File: config.mk
export PLATFORM = sky130hd
export DESIGN_NAME = cirq_ctrl
export DESIGN_NICKNAME = d
export VERILOG_FILES = /design/src/rtl/cirq_pkg.sv /design/src/rtl/cirq_edge_latch.sv /design/src/rtl/cirq_lowest.sv /design/src/rtl/cirq_regs.sv /design/src/rtl/cirq_ctrl.sv
export SDC_FILE = /design/constraint.sdc
export NUM_CORES = 1
export LEC_CHECK = 0
export ABC_AREA = 1
export BUFFER_PORTS_ARGS = -buffer_cell sky130_fd_sc_hd__buf_2
export CAP_MARGIN = 5
export CORE_AREA = 3 3 119 121
export DETAILED_ROUTE_END_ITERATION = 8
export DIE_AREA = 0 0 122 124
export GPL_TIMING_DRIVEN = 0
export MAX_ROUTING_LAYER = met4
export PLACE_DENSITY = 0.74
export RECOVER_POWER = 25
export SETUP_SLACK_MARGIN = 0.05
export SLEW_MARGIN = 40
export SYNTH_ARGS = -nofsm -noshare
export SYNTH_HDL_FRONTEND = slang
export SYNTH_SLANG_ARGS = --single-unit
export TNS_END_PERCENT = 100
File: constraint.sdc
create_clock -name clk_i -period 2.8 [get_ports clk_i]
set_clock_uncertainty 0.2 [all_clocks]
set_input_delay 0.14 -clock clk_i [delete_from_list [all_inputs] [get_ports clk_i]]
set_output_delay 0.14 -clock clk_i [all_outputs]
set_load 0.02 [all_outputs]
File: src/rtl/cirq_pkg.sv
package cirq_pkg;
  localparam int TOP_W   = 32;
  localparam int SUB_W   = 32;
  localparam int DATA_W  = 32;
  localparam int ADDR_W  = 3;
  localparam int SUB_OFS = 32;
  localparam int VEC_W   = $clog2(TOP_W + SUB_W + 1);

  // edge-captured positions
  localparam logic [TOP_W-1:0] TOP_EDGE = 32'h71CF_0000;
  localparam logic [SUB_W-1:0] SUB_EDGE = 32'h1041_0000;

  // summary positions in top-level status
  localparam int SUM_HI  = 4;  // second-level 16..31
  localparam int SUM_MID = 5;  // second-level 8..15
  localparam int SUM_LO  = 6;  // second-level 0..7

  typedef enum logic [ADDR_W-1:0] {
    A_TMASK = 3'd0,
    A_TSTAT = 3'd1,
    A_HWLAT = 3'd2,
    A_SMASK = 3'd3,
    A_SSTAT = 3'd4
  } reg_addr_e;
endpackage

File: src/rtl/cirq_edge_latch.sv
module cirq_edge_latch #(
  parameter int           W    = 32,
  parameter logic [W-1:0] EDGE = '0
) (
  input  logic         clk_i,
  input  logic         rst_ni,
  input  logic [W-1:0] src_i,
  input  logic         clr_we_i,
  input  logic [W-1:0] clr_data_i,
  output logic [W-1:0] stat_o,
  output logic [W-1:0] latch_o
);
  logic [W-1:0] src_q, lat_q, rise;

  assign rise    = src_i & ~src_q & EDGE;
  assign stat_o  = (src_i & ~EDGE) | lat_q | rise;
  assign latch_o = lat_q;

  always_ff @(posedge clk_i or negedge rst_ni) begin
    if (!rst_ni) begin
      src_q <= '0;
      lat_q <= '0;
    end else begin
      src_q <= src_i;
      lat_q <= ((clr_we_i ? (lat_q & clr_data_i) : lat_q) | rise) & EDGE;
    end
  end

  // latched bits only drop on a clearing write
  assert_hold_R2: assert property (@(posedge clk_i) disable iff (!rst_ni)
    !clr_we_i |=> ((lat_q & $past(lat_q)) == $past(lat_q)));

  // an edge colliding with a clear survives
  assert_edge_wins_R3: assert property (@(posedge clk_i) disable iff (!rst_ni)
    (clr_we_i && (|(src_i & ~src_q & EDGE)))
      |=> ((lat_q & $past(src_i & ~src_q & EDGE)) == $past(src_i & ~src_q & EDGE)));
endmodule

File: src/rtl/cirq_lowest.sv
module cirq_lowest #(
  parameter int W     = 32,
  parameter int IDX_W = $clog2(W)
) (
  input  logic [W-1:0]     req_i,
  output logic             found_o,
  output logic [IDX_W-1:0] idx_o
);
  assign found_o = |req_i;

  always_comb begin
    idx_o = '0;
    for (int i = W - 1; i >= 0; i--) begin
      if (req_i[i]) idx_o = IDX_W'(i);
    end
  end

  always_comb begin
    if (found_o) begin
      assert_lowest_R6: assert (req_i[idx_o] &&
        ((req_i & ((W'(1) << idx_o) - W'(1))) == '0))
        else $error("lowest-bit encoder mismatch");
    end
  end
endmodule

File: src/rtl/cirq_regs.sv
module cirq_regs
  import cirq_pkg::*;
#(
  parameter int DW = DATA_W,
  parameter int AW = ADDR_W
) (
  input  logic          clk_i,
  input  logic          rst_ni,
  input  logic [AW-1:0] addr_i,
  input  logic          we_i,
  input  logic [DW-1:0] wdata_i,
  input  logic [DW-1:0] top_stat_i,
  input  logic [DW-1:0] hw_lat_i,
  input  logic [DW-1:0] sub_stat_i,
  output logic [DW-1:0] top_mask_o,
  output logic [DW-1:0] sub_mask_o,
  output logic          hw_we_o,
  output logic          sub_we_o,
  output logic [DW-1:0] rdata_o
);
  logic [DW-1:0] rd_mux;

  assign hw_we_o  = we_i && (addr_i == AW'(A_HWLAT));
  assign sub_we_o = we_i && (addr_i == AW'(A_SSTAT));

  always_comb begin
    case (addr_i)
      AW'(A_TMASK): rd_mux = top_mask_o;
      AW'(A_TSTAT): rd_mux = top_stat_i;
      AW'(A_HWLAT): rd_mux = hw_lat_i;
      AW'(A_SMASK): rd_mux = sub_mask_o;
      AW'(A_SSTAT): rd_mux = sub_stat_i;
      default:      rd_mux = '0;
    endcase
  end

  always_ff @(posedge clk_i or negedge rst_ni) begin
    if (!rst_ni) begin
      top_mask_o <= '0;
      sub_mask_o <= '0;
      rdata_o    <= '0;
    end else begin
      if (we_i && addr_i == AW'(A_TMASK)) top_mask_o <= wdata_i;
      if (we_i && addr_i == AW'(A_SMASK)) sub_mask_o <= wdata_i;
      rdata_o <= rd_mux;
    end
  end

  // status address is read-only
  assert_stat_ro_R11: assert property (@(posedge clk_i) disable iff (!rst_ni)
    (we_i && addr_i == AW'(A_TSTAT)) |=> ($stable(top_mask_o) && $stable(sub_mask_o)));
endmodule

File: src/rtl/cirq_ctrl.sv
module cirq_ctrl
  import cirq_pkg::*;
(
  input  logic              clk_i,
  input  logic              rst_ni,
  input  logic [TOP_W-1:0]  top_src_i,
  input  logic [SUB_W-1:0]  sub_src_i,
  input  logic [ADDR_W-1:0] reg_addr_i,
  input  logic              reg_we_i,
  input  logic [DATA_W-1:0] reg_wdata_i,
  output logic [DATA_W-1:0] reg_rdata_o,
  output logic              irq_o,
  output logic [VEC_W-1:0]  vec_o,
  output logic              vec_valid_o
);
  localparam int TIDX_W = $clog2(TOP_W);
  localparam int SIDX_W = $clog2(SUB_W);
  localparam logic [TOP_W-1:0] SUM_MASK =
    (TOP_W'(1) << SUM_HI) | (TOP_W'(1) << SUM_MID) | (TOP_W'(1) << SUM_LO);

  logic [TOP_W-1:0]  top_raw, top_lat, top_stat, top_mask, top_pend;
  logic [SUB_W-1:0]  sub_stat, sub_lat, sub_mask, sub_pend;
  logic              hw_we, sub_we;
  logic              t_found, s_found, is_sum;
  logic [TIDX_W-1:0] t_idx;
  logic [SIDX_W-1:0] s_idx;
  logic [VEC_W-1:0]  vec_d;
  logic [2:0]        sum_bits;

  cirq_edge_latch #(.W(TOP_W), .EDGE(TOP_EDGE)) u_top_lat (
    .clk_i, .rst_ni,
    .src_i      (top_src_i),
    .clr_we_i   (hw_we),
    .clr_data_i (reg_wdata_i),
    .stat_o     (top_raw),
    .latch_o    (top_lat)
  );

  cirq_edge_latch #(.W(SUB_W), .EDGE(SUB_EDGE)) u_sub_lat (
    .clk_i, .rst_ni,
    .src_i      (sub_src_i),
    .clr_we_i   (sub_we),
    .clr_data_i (reg_wdata_i),
    .stat_o     (sub_stat),
    .latch_o    (sub_lat)
  );

  cirq_regs u_regs (
    .clk_i, .rst_ni,
    .addr_i     (reg_addr_i),
    .we_i       (reg_we_i),
    .wdata_i    (reg_wdata_i),
    .top_stat_i (top_stat),
    .hw_lat_i   (top_lat),
    .sub_stat_i (sub_stat),
    .top_mask_o (top_mask),
    .sub_mask_o (sub_mask),
    .hw_we_o    (hw_we),
    .sub_we_o   (sub_we),
    .rdata_o    (reg_rdata_o)
  );

  // summary folding
  assign sub_pend = sub_stat & sub_mask;
  assign sum_bits = {|sub_pend[7:0], |sub_pend[15:8], |sub_pend[31:16]};

  always_comb begin
    top_stat = top_raw & ~SUM_MASK;
    top_stat[SUM_LO]  = sum_bits[2];
    top_stat[SUM_MID] = sum_bits[1];
    top_stat[SUM_HI]  = sum_bits[0];
  end

  assign top_pend = top_stat & top_mask;

  cirq_lowest #(.W(TOP_W)) u_top_enc (
    .req_i (top_pend), .found_o (t_found), .idx_o (t_idx)
  );

  cirq_lowest #(.W(SUB_W)) u_sub_enc (
    .req_i (sub_pend), .found_o (s_found), .idx_o (s_idx)
  );

  assign is_sum = t_found && SUM_MASK[t_idx];

  always_comb begin
    if (!t_found)    vec_d = '0;
    else if (is_sum) vec_d = VEC_W'(SUB_OFS) + VEC_W'(s_idx) + VEC_W'(1);
    else             vec_d = VEC_W'(t_idx) + VEC_W'(1);
  end

  always_ff @(posedge clk_i or negedge rst_ni) begin
    if (!rst_ni) begin
      irq_o       <= 1'b0;
      vec_o       <= '0;
      vec_valid_o <= 1'b0;
    end else begin
      irq_o       <= t_found;
      vec_o       <= vec_d;
      vec_valid_o <= t_found;
    end
  end

  assert_irq_lag_R9: assert property (@(posedge clk_i) disable iff (!rst_ni)
    1'b1 |=> (irq_o == $past(|(top_stat & top_mask))));

  assert_idle_vec_R10: assert property (@(posedge clk_i) disable iff (!rst_ni)
    !vec_valid_o |-> (vec_o == '0));

  assert_cascade_R7: assert property (@(posedge clk_i) disable iff (!rst_ni)
    (vec_valid_o && vec_o > VEC_W'(SUB_OFS)) |-> $past(|(top_pend & SUM_MASK) && s_found));

  assert_vec_range_R6: assert property (@(posedge clk_i) disable iff (!rst_ni)
    vec_valid_o |-> (vec_o != '0 && vec_o <= VEC_W'(TOP_W + SUB_W)));
endmodule

==> summary.md <==
| Metric | Value |
|---|---|
| Crit path buffers/inverters | 3 |
| CTS buffer count | 17 |
| Maximum vdd drop | between 0.4 and 0.5 mV |
| Crit path to | vec_o[1] |
| Most frequent cells in the layout | 324 x nand2_1, 138 x buf_2, 130 x dfrtp_1, 99 x dlygate4sd3_1, 86 x inv_1 |
| DR pass1 iterations | 6 |
| Die H | 124 microns |
| Mapped Avg Cell Area | 7.669 sq um |
| GRT Util Overall | 0.2915 |
| Vias | 6818 |
| Syn nets | 939 |
| Detailed Route WL | 20940 microns |
| Sequential Power Share | 0.354 |
| Seq/Total Area, Yosys | 0.5086 |
| Worst path slowest cell | dfrtp_1 |
| WL per Instance | 16.19 microns |
| Post-layout min period | 3478 ps |
| FF+latch count, synth | 130 |
| Initial Util | 0.4849 |
| Initial antenna violation count | 1 |
| Status | finished, violations left |
| Post-layout net count | 1209 |
| Area contributors post-synth | dfrtp_1 51%, nand2_1 19%, inv_1 5.2% |
| Hold WC Path Type | in2reg |
| CP delay by family, top | simple AND/OR/NAND/NOR gates |
| R2r endpoint | vec_o[1] |
| FF-to-FF Start | u_top_lat.src_q[30] |
| Max-cap violation count | 0 |
| Initial drt markers | about 650 |
| WL met2 | 10220 microns |
| Worst Tran Pin Value | 1389 ps |
| Die ar. | 0.01513 sq mm |
| CTS max path bufs | 2 |
| Synth cell types | 32 |
| WL met1 | approximately 8300 microns |
| Net Switching | between 2000 and 2500 uW |
| Largest net degree at the start of global routing | 76 |
| Congestion Overflow GR | 0 |
| Power per standard cell area | between 700 and 800 mW/mm^2 |
| # DRC | 0 |
| Final period utilization | 1.242 |
| Hold slack final | 42.77 ps |
| Clock power share | 0.383 |
| Top Ports | around 140 |
| Failing checks | setup timing |
| Ys Warns | 0 |
| Synthesized instance count | 834 |
| Post-DP HPWL | approximately 14000 microns |
| Post-route cell area | 0.009195 sq mm |
| Critical path type | reg2reg |
| Root Buffer Master | clkbuf_16 |
| Crit path launch | u_top_lat.src_q[30] |
| Core area | 0.01319 sq mm |
| Routed Antenna Nets | 0 |
| Crit-path max cell delay | between 300 and 400 ps |
| Flop2flop setup slack | -680 ps |
| Dpl cell area | about 0.0074 sq mm |
| Logic pwr share | 0.264 |
| Via-to-Cell Ratio | 5.273 |
| Synth-to-Final Area Change | 43.76% |
| Filler cells | 1099 |
| Worst-Skew Late Latency | 420 ps |
| CP max FO | 9 |
| Placer Congestion | a little over 0.9 |
| FMAX | approximately 290 MHz |
| Most common cell after layout, fill and taps aside | nand2_1 |
| Share of cells above drive strength 1 | 0.2133 |
| Unrepaired setup endpoints after global routing | yes |
| Row cnt | 42 |
| Max-slew violations | 0 |
| Critical path launch point type | register |
| Clock sink count | 130 |
| CP Data Arrival Time | 3600 ps |
| CTS tree | yes |
| Internal power | around 4600 uW |
| Max Used Layer | met4 |
| Die Span X | 122 microns |
| CP Capture Type | register |
| # setup viols final | 7 |
| Final WS setup | -678.0 ps |
| CTS H-tree depth | 4 |
| I/O Buffers | 138 |
| R2r worst-path depth | slightly above 40 |
| Critical Path RT | 2920 ps |
| Leakage | 0.004786 uW |
| Util after Layout | 0.6971 |
| Slew headroom | 0.07396 |
| First-pass GRT wire length | 32640 microns |
| Switch share | 0.3054 |
| Vias in the first global route | 6491 |
| Met3 WL post-DR | 1725 microns |
| Synth area leader | dfrtp_1 |
| Hold Fails Final Rpt | 0 |
| Mapped cell area | approximately 0.0064 sq mm |
| Most frequent CP cell | nand2_1 |
| Clock Pin Slew Worst Setup and Hold Paths | 60 ps |
| WP depth | 41 |
| Share of the synthesized area in the top cell type | 0.5086 |
==> final cells by class <==
class / count / area (sq um) / share of cell area
repair buffers: 251 / 1780 / 0.1936
diodes: 1 / 2.502 / 0.0002721
well taps: 176 / 220.2 / 0.02395
flip-flops and latches: 130 / 3253 / 0.3538
multi-input cells: 580 / 2773 / 0.3015
clock inverters: 10 / 202.7 / 0.02204
inverters: 97 / 370.4 / 0.04028
plain buffers: 27 / 112.6 / 0.01225
clock buffers: 21 / 480.5 / 0.05225
==> cell families (layout without fill, tap and decap cells) <==
group	Yosys count	in the layout	share of synthesized area
other cells	0	1	0
fa+ha+maj	3	3	0.005869
compound gates	146	146	0.1324
buf+inv	124	406	0.07472
xor+xnor	1	1	0.001370
flops	130	130	0.5086
simple gates	430	430	0.2770
==> through the flow <==
step           worst slack (ps)  instances  setup TNS, ps  total power, uW
3_3_place_gp             -590.7       1148         -42590             3798
3_5_place_dp             -606.5       1151          -4034             3834
6_report                 -678.0       1293          -4174             6644
2_1_floorplan            -201.2        834          -1043             3326
5_1_grt                   -1054       1293         -17190             6970
4_1_cts                  -581.9       1285          -3885             6557
==> how the worst min path moves through the flow <==
stage,start,endpoint,slack (ps),cells past startpoint
after global placement,top_src_i[28],u_top_lat.src_q[28],70,1
final,top_src_i[30],u_regs.rdata_o[30],40,5
after global routing,top_src_i[30],u_regs.rdata_o[30],60,5
after CTS,rst_ni,vec_o[1],30,2
after floorplan,rst_ni,irq_o,-360,0
after detailed placement,rst_ni,vec_o[0],-110,1
==> power by group through the flow <==
stage               clock network, uW  logic, uW  registers, uW
floorplan                           0        867           2460
global placement                    0       1440           2360
detailed placement                  0       1470           2370
CTS                              2570       1650           2340
global route                     2650       1940           2380
finish                           2540       1750           2350
==> cells in the mapped netlist, drive strengths merged <==
cell     number
clkbuf       25
nand2       347
o31ai         1
nand4        23
ha            3
a22oi        10
nor4          1
a21oi        38
nand3         7
clkinv        2
o211ai        4
nor2         45
o21ai        69
a211oi        1
a31o          1
xnor2         1
o2111ai      12
dfrtp       130
nor3          7
a31oi         7
buf           2
o21bai        2
a21boi        1
inv          95
==> sequential cells by signal (all words and copies together), names as in the netlist <==
register,count
u_sub_lat.latch_o,3
u_regs.top_mask_o,32
u_top_lat.latch_o,10
u_regs.sub_mask_o,32
vec_o,7
u_regs.rdata_o,32
u_top_lat.src_q,10
u_sub_lat.src_q,3
irq_o,1
==> timing repair <==
| item | in CTS | in global routing |
|---|---|---|
| setup buffers | 4 | 7 |
| gates cloned | 0 | 0 |
| setup endpoints to repair | 7 | 8 |
| hold buffers | 99 | 1 |
| endpoints found under the hold margin | 252 | 2 |
| pin swaps | 6 | 9 |
| gates resized for setup | 6 | 17 |
==> per-layer routing <==
layer,vias to the layer above,global-route usage
li1,3222,-
met1,3184,0.3649
met2,346,0.4748
met3,66,0.04995
met4,0,0.1183
met5,-,-
==> worst min-delay path: stages <==
cell and delay [ps]:
clkbuf_1 90, nand2_2 80, nand2_2 60, inv_1 70
o2111ai_1 150
Note: power is estimated with default switching activity, not from simulation.
